[config.mk]
export PLATFORM = sky130hd
export DESIGN_NAME = vsync_shadow_bank
export DESIGN_NICKNAME = d
export VERILOG_FILES = /design/src/rtl/vsync_shadow_bank.sv
export SDC_FILE = /design/constraint.sdc
export NUM_CORES = 2
export LEC_CHECK = 0
export ABC_AREA = 1
export BUFFER_PORTS_ARGS = -buffer_cell sky130_fd_sc_hd__buf_2
export CAP_MARGIN = 30
export CORE_UTILIZATION = 38
export DETAILED_ROUTE_END_ITERATION = 10
export PLACE_DENSITY = 0.68
export REMOVE_ABC_BUFFERS = 1
export SLEW_MARGIN = 20
export SYNTH_ARGS = -nofsm -noshare
export SYNTH_HDL_FRONTEND = slang
export SYNTH_SLANG_ARGS = --single-unit
[constraint.sdc]
create_clock -name clk -period 1.5 [get_ports clk]
set_input_delay 0.15 -clock clk [delete_from_list [all_inputs] [get_ports clk]]
set_output_delay 0.15 -clock clk [all_outputs]
set_load 0.005 [all_outputs]
[src/rtl/vsync_shadow_bank.sv]
module vsync_shadow_bank #(
  parameter int NWIN        = 5,
  parameter int NFIELD      = 4,
  parameter int DW          = 32,
  parameter int GLOBAL_HOLD = 0,
  localparam int WB = (NWIN > 1) ? $clog2(NWIN) : 1,
  localparam int FB = (NFIELD > 1) ? $clog2(NFIELD) : 1,
  localparam int AW = WB + FB + 2
) (
  input  logic                       clk,
  input  logic                       rst_n,
  input  logic                       wr_en,
  input  logic [AW-1:0]              wr_addr,
  input  logic [DW-1:0]              wr_data,
  input  logic [AW-1:0]              rd_addr,
  output logic [DW-1:0]              rd_data,
  input  logic                       vsync,
  output logic [NWIN*NFIELD*DW-1:0]  live_cfg,
  output logic [NWIN-1:0]            chan_en
);

  localparam int EN_LSB = 16;

  logic [NWIN-1:0][NFIELD-1:0][DW-1:0] stage_q, live_q;
  logic [NWIN-1:0] hold_q, en_q, hold_eff;

  logic          wr_ctl, wr_live, rd_ctl, rd_live;
  logic [WB-1:0] wr_win, rd_win;
  logic [FB-1:0] wr_fld, rd_fld;
  logic          wr_stage, wr_ctl_hit, rd_inrange;

  assign {wr_ctl, wr_live, wr_win, wr_fld} = wr_addr;
  assign {rd_ctl, rd_live, rd_win, rd_fld} = rd_addr;

  assign wr_stage   = wr_en && !wr_ctl && !wr_live &&
                      int'(wr_win) < NWIN && int'(wr_fld) < NFIELD;
  assign wr_ctl_hit = wr_en && wr_ctl;
  assign rd_inrange = int'(rd_win) < NWIN && int'(rd_fld) < NFIELD;

  assign live_cfg = live_q;
  assign chan_en  = en_q;

  always_ff @(posedge clk or negedge rst_n)
    if (!rst_n) en_q <= '0;
    else if (wr_ctl_hit) en_q <= wr_data[EN_LSB +: NWIN];

  for (genvar w = 0; w < NWIN; w++) begin : g_win
    if (GLOBAL_HOLD != 0) begin : g_glob
      assign hold_eff[w] = hold_q[0];
    end else begin : g_local
      assign hold_eff[w] = hold_q[w];
    end

    always_ff @(posedge clk or negedge rst_n)
      if (!rst_n) hold_q[w] <= 1'b0;
      else if (wr_ctl_hit) hold_q[w] <= (GLOBAL_HOLD != 0 && w != 0) ? 1'b0 : wr_data[w];

    for (genvar f = 0; f < NFIELD; f++) begin : g_fld
      always_ff @(posedge clk or negedge rst_n)
        if (!rst_n) begin
          stage_q[w][f] <= '0;
          live_q[w][f]  <= '0;
        end else begin
          if (wr_stage && int'(wr_win) == w && int'(wr_fld) == f)
            stage_q[w][f] <= wr_data;
          if (vsync && !hold_eff[w])
            live_q[w][f] <= stage_q[w][f];
        end
    end

    assert_vsync_copy_R3: assert property (@(posedge clk) disable iff (!rst_n)
      (vsync && !hold_eff[w]) |=> live_q[w] == $past(stage_q[w]))
      else $error("live copy of window %0d missed vsync transfer", w);

    assert_hold_keeps_R4: assert property (@(posedge clk) disable iff (!rst_n)
      (vsync && hold_eff[w]) |=> $stable(live_q[w]))
      else $error("held window %0d changed at vsync", w);
  end

  always_comb begin
    rd_data = '0;
    if (rd_ctl) begin
      rd_data[NWIN-1:0]        = hold_q;
      rd_data[EN_LSB +: NWIN]  = en_q;
    end else if (rd_inrange) begin
      rd_data = rd_live ? live_q[rd_win][rd_fld] : stage_q[rd_win][rd_fld];
    end
  end

  assert_live_idle_R2: assert property (@(posedge clk) disable iff (!rst_n)
    !vsync |=> $stable(live_q))
    else $error("live copy changed without vsync");

  assert_reset_clear_R1: assert property (@(posedge clk)
    !rst_n |=> (live_q == '0 && stage_q == '0 && hold_q == '0 && en_q == '0))
    else $error("state not cleared by reset");

  assert_ignored_write_R9: assert property (@(posedge clk) disable iff (!rst_n)
    (wr_en && !wr_ctl && !wr_stage) |=> $stable(stage_q))
    else $error("ignored write altered staging copy");

  if (GLOBAL_HOLD != 0) begin : g_glob_chk
    assert_global_hold_R8: assert property (@(posedge clk) disable iff (!rst_n)
      (vsync && hold_q[0]) |=> $stable(live_q))
      else $error("global hold did not freeze all windows");
  end

endmodule

# Word level (Yosys, flattened, before mapping)
# Cells that the tools add are included.
# classes
n_eq_ne,7
magnitude_cmp,4
reduce_logical,43
mux,14
# ops
op,n
$bmux W128 S3,2
$mux W128,2
$bmux W32 S2,2
$mux W32,4
$logic_and A1 B1 Y1,34
$mux W11,2
$mux W5,2
$eq A3 B3 Y1 const B,3
$logic_not A1 Y1,7
$lt A3 B3 Y1 const B,2
$eq A2 B2 Y1 const B,2
$lt A3 B4 Y1 const B,1
$eq A3 B2 Y1 const B,1
$logic_not A3 Y1,1
$lt A2 B3 Y1 const B,1
$eq A2 B1 Y1 const B,1
$logic_not A2 Y1,1
# word_totals
ff_bits,1290
elab_cells,114
out_inout_bits,677
in_bits,50

# Logic depth before layout (Yosys ltp)
# depth
depth_word,7
mapped_depth,15
depth_no_buf,11

# Least setup slack after synthesis
# No wires, ideal clock.
# synth_timing
path_type,register -> register
startpoint,reg hold_q[4] (netlist: hold_eff[4])
endpoint,"reg live_q, in the netlist live_cfg[532]"
n_path_buf,2
stages_incl_launch_ff,6
arrival_ps,1471
period_less_slack_ps,1596
setup_time_ps,125
slack_ps,-96
t_required_ps,1375
cell_sequence,dfrtp_1 -> inv_1 -> nand2_1 -> clkbuf_1 -> buf_1 -> mux2_2
# synth_between
elab_chain_len,2
# synth_rtl
item,line,rtl
from (decl),25,"logic [NWIN-1:0] hold_q, en_q, hold_eff;"
"from (signal, indexed assignment)",56,else if (wr_ctl_hit) hold_q[w] <= (GLOBAL_HOLD != 0 && w != 0) ? 1'b0 : wr_data[w];
$logic_not A1 Y1,66,if (vsync && !hold_eff[w])
$logic_and A1 B1 Y1,66,
"to (signal, indexed assignment)",67,live_q[w][f] <= stage_q[w][f];
to (decl),24,"logic [NWIN-1:0][NFIELD-1:0][DW-1:0] stage_q, live_q;"
# Every way passes these cells.
# A chain may end at the register's enable or synchronous reset.

# Worst setup path after layout
# layout_timing
startpoint,reg stage_q[469] (netlist name)
endpoint,out rd_data[21]
# layout_between
elab_chain_len,7
# layout_rtl
item,line,rtl
from (decl),24,
"from (signal, indexed assignment)",65,stage_q[w][f] <= wr_data;
$bmux W128 S3,86,rd_data = rd_live ? live_q[rd_win][rd_fld] : stage_q[rd_win][rd_fld];
$mux W128 (not written as such),86,
$bmux W32 S2,86,
$mux W32 (not written as such),86,
$mux W32,86,
$mux W32,85,end else if (rd_inrange) begin
$mux W11,82,if (rd_ctl) begin
to (decl),16,"output logic [DW-1:0] rd_data,"
# Every way passes these cells. The select of a mux whose other input is x is not followed.

==> impl.org <==
** Synth
- In this run, synthesis produced a sequential element count of 1290.
- Cells after synthesis :: 7437
- Syn. warnings :: 0
- Post-synthesis cell area :: 60490 um2
- Average size of a mapped cell :: 8.134 um2
- Ranked by total cell area, the synthesized netlist is headed by sky130_fd_sc_hd__dfrtp_1, sky130_fd_sc_hd__nand2_1, sky130_fd_sc_hd__o21ai_0.
- In this run the biggest area consumer among cell types represents 53.37% of the synthesized area.
- The biggest area contributor in the post-synthesis netlist is sky130_fd_sc_hd__dfrtp_1.
- Sequential share of the synthesized area :: 53.37%
- Yosys cell types :: 27

** Timing
- Tmin final :: 2487 ps
- Setup repair after global routing missed its margin :: true
- The count of endpoints failing hold in the final timing report came to 0.
- On the final layout, the worst clock skew is 48.92 ps.
- Endpoints failing setup :: 582
- Slew at the pin closest to its max-slew limit :: 698.8 ps
- In the finished design, the share of the clock period the worst path needs comes to 165.8%.
- On the final layout, the worst hold slack is 97.29 ps.
- Final worst setup slack :: -987.2 ps
- Static timing analysis puts the maximum clock frequency at 402.1 MHz.
- Count of final max-slew check failures :: 0
- Headroom to the max-slew limit :: 53.36%

** GRT
- Global routing used 32.34% of the available tracks across all layers.
- The initial antenna violation count came to 7.
- Entering global routing, the biggest net connects 88 pins.
- After global routing the overflow that remains totals 0.
- The first global-routing pass estimated 387.7 mm of wire.
- The number of global-route vias before repair came to 58570.

** Flow run
- Number of max-capacitance violations reported :: 0

** Drt
- For this block, the initial DRC count from the detailed router was 7257.
- Post-route DRC violation count :: 0
- Detailed Route WL :: 269.3 mm
- After detailed routing, the average wire length per cell comes to 24.25 um.
- The first detailed-routing pass ran for 6 iterations.
- Post-detailed-route via-to-cell ratio :: 5.554
- The final route contains 61690 vias.
- Antenna-violating nets left :: 0

** Layout
- Number of nets at the end of the flow :: 8963
- Compared with the post-synthesis result, the final layout area differs by 41.54%.
- Share of layout cells above drive strength 1 :: 30.30%
- Summing all non-filler instances in the final layout gives an area of 85620 um2.
- Leaving out fill and tap cells, the most frequent cells in the layout are sky130_fd_sc_hd__nand2_1, sky130_fd_sc_hd__dfrtp_1, sky130_fd_sc_hd__o21ai_0.
- Commonest non-fill, non-tap cell in the layout :: sky130_fd_sc_hd__nand2_1

** Power
- Power per unit of standard cell area :: 1184 nW/um2
- VDD sags by at most 1.111 mV.
- The completed layout was analyzed and its total power is 0.1014 W.
- For this design the static power due to leakage is 42.10 nW.

** Clock tree
- CTS clk-pin slew, worst paths :: 70 ps
- In this run the deepest clock path goes through 3 buffers.
- TritonCTS clock tree :: built
- TritonCTS created 145 clock buffers.
- In this run the number of H-tree levels came out at 4.
- Clock tree synthesis found a total of 1290 sinks.
- The tree is rooted in a sky130_fd_sc_hd__clkbuf_16.
- Worst-skew pair later-pin latency :: 830 ps

** Critical path
- The worst register-to-register path has a setup slack of -20 ps.
- R2R Path Start :: stage_q[213]$_DFFE_PN0P_
- Cell type with the highest occurrence count on the critical path :: sky130_fd_sc_hd__nand2_1
- Critical-path top delay cell :: sky130_fd_sc_hd__dfrtp_1
- The critical path goes through inv_2 -> a21oi_1 -> o21ai_1 -> nand3_2 -> nand2_2 -> nand2_1 -> nand2_1 -> nand2_1 -> nor2_2 -> nor2_4 -> buf_2.
- STA classifies the critical path endpoint as a primary output.
- Data on the critical path arrives at its endpoint at 2340 ps.
- Cell family with most CP delay :: simple AND/OR/NAND/NOR gates
- Critical path type :: reg -> out
- The critical path starts at stage_q[469]$_DFFE_PN0P_.
- The largest single stage delay on the critical path is 400 ps.
- Required time at the endpoint of the critical path :: 1350 ps
- Startpoint kind of the worst setup timing path :: flop
- Sum of buffers and inverters on the critical path :: 2
- Crit Path Max Fanout :: 2

** Floorplan
- The core region is 158200 um2.
- The die covers 160800 um2.
- Row Count :: 146
- Y dimension of the die :: 401.0 um
- For this design the top-level I/O count stands at 727.
- For this configuration, the core starts out at a cell density of 38.24%.
- Chip Width :: 401.0 um

** Run status
- Run status :: complete, but fails checks
- Failing checks :: negative setup slack

** Place
- Global placer's final weighted congestion :: 0.9504
- Placed Instance Area :: 74110 um2
- Buffers placed on the I/O ports in this run total 726.
- Placed wire-length estimate after detailed placement :: 182.1 mm

** Worst hold path
- The path class of the tightest hold or removal check is in -> async.
-- sequential cells by signal, indices dropped and copies added (netlist names) --
name	count
stage_q	640
hold_eff	5
live_cfg	640
chan_en	5
-- final cells by class --
class | count | area, um2
antenna | 6 | 15.01
sequential | 1290 | 32290
fill | 13870 | 72580
tap | 2072 | 2592
multi-input combinational | 5049 | 25100
inverter | 520 | 1988
timing repair buffer | 1907 | 18460
clock inverter | 70 | 1085
clock buffer | 193 | 4089
-- cells by family after synthesis --
kind of cell | Yosys count | synth area share (%)
flip-flops | 1290 | 53.37
AND/OR/NAND/NOR | 3107 | 20.29
AO/OA/AOI/OAI | 1676 | 14.20
buffers and inverters | 1098 | 7.190
multiplexers | 266 | 4.952
-- metrics by stage --
| stage | TNS, ps | utilization [%] | std cells | setup slack, ps |
|---|---|---|---|---|
| after floorplan | -1974670 | - | 6859 | -4136 |
| after detailed placement | -52600 | 46.85 | 10620 | -776.3 |
| after CTS | -104240 | 51.73 | 11000 | -933.5 |
| after global routing | -97210 | 54.11 | 11100 | -1055 |
| final | -70230 | 54.12 | 11110 | -987.2 |
| after global placement | -44910 | 46.85 | 10620 | -786.7 |
-- timing repair --
action                                  4_1_cts  5_1_grt
pin swaps                                   140      212
resized for setup                           465      816
hold buffers                                 36        1
endpoints found under the hold margin      1886        5
setup buffers                               120      230
endpoints found under the setup margin      669      693
-- tightest hold or removal path, cell delays in order --
cell	delay (ps)
sky130_fd_sc_hd__dlygate4sd3_1	590
sky130_fd_sc_hd__buf_12	260
sky130_fd_sc_hd__buf_12	280
-- power breakdown --
part	switching, W	internal (W)	total [W]
Combinational	0.0115	0.0104	0.0219
Clock	0.0160	0.0224	0.0384
Sequential	0.00276	0.0383	0.0410
-- path summary, 6_finish.rpt --
check / to / cells after the start
hold / removal: live_cfg[274]$_DFFE_PN0P_ / 3
min in group clk: stage_q[85]$_DFFE_PN0P_ / 6
hold reg to reg: stage_q[392]$_DFFE_PN0P_ / 2
setup / recovery: rd_data[21] / 11
setup reg to reg: live_cfg[213]$_DFFE_PN0P_ / 11
max in group asynchronous: live_cfg[293]$_DFFE_PN0P_ / 4
-- cells in the mapped netlist (all sizes together) --
cell and n:
dfrtp 1290, o2bb2ai 5, mux2 266, a22oi 2, nor3 1, nor4 3, a21oi 280, o22ai 1
buf 202, nand3 423, or2 2, clkinv 2, a31oi 49, nor2 445, nand2 2222, o21ai 1292
o211ai 47, nand4 11, inv 518, clkbuf 376
-- layer usage --
layer  vias up  routed length [um]  global-route usage (%)
met3       795               30250                   8.729
li1      27040                   -                       -
met1     30050              104300                   42.27
met2      3790              118800                   48.70
met4        10               15940                   17.57
met5         -                  51                       0
(Power assumes the default switching activity.)
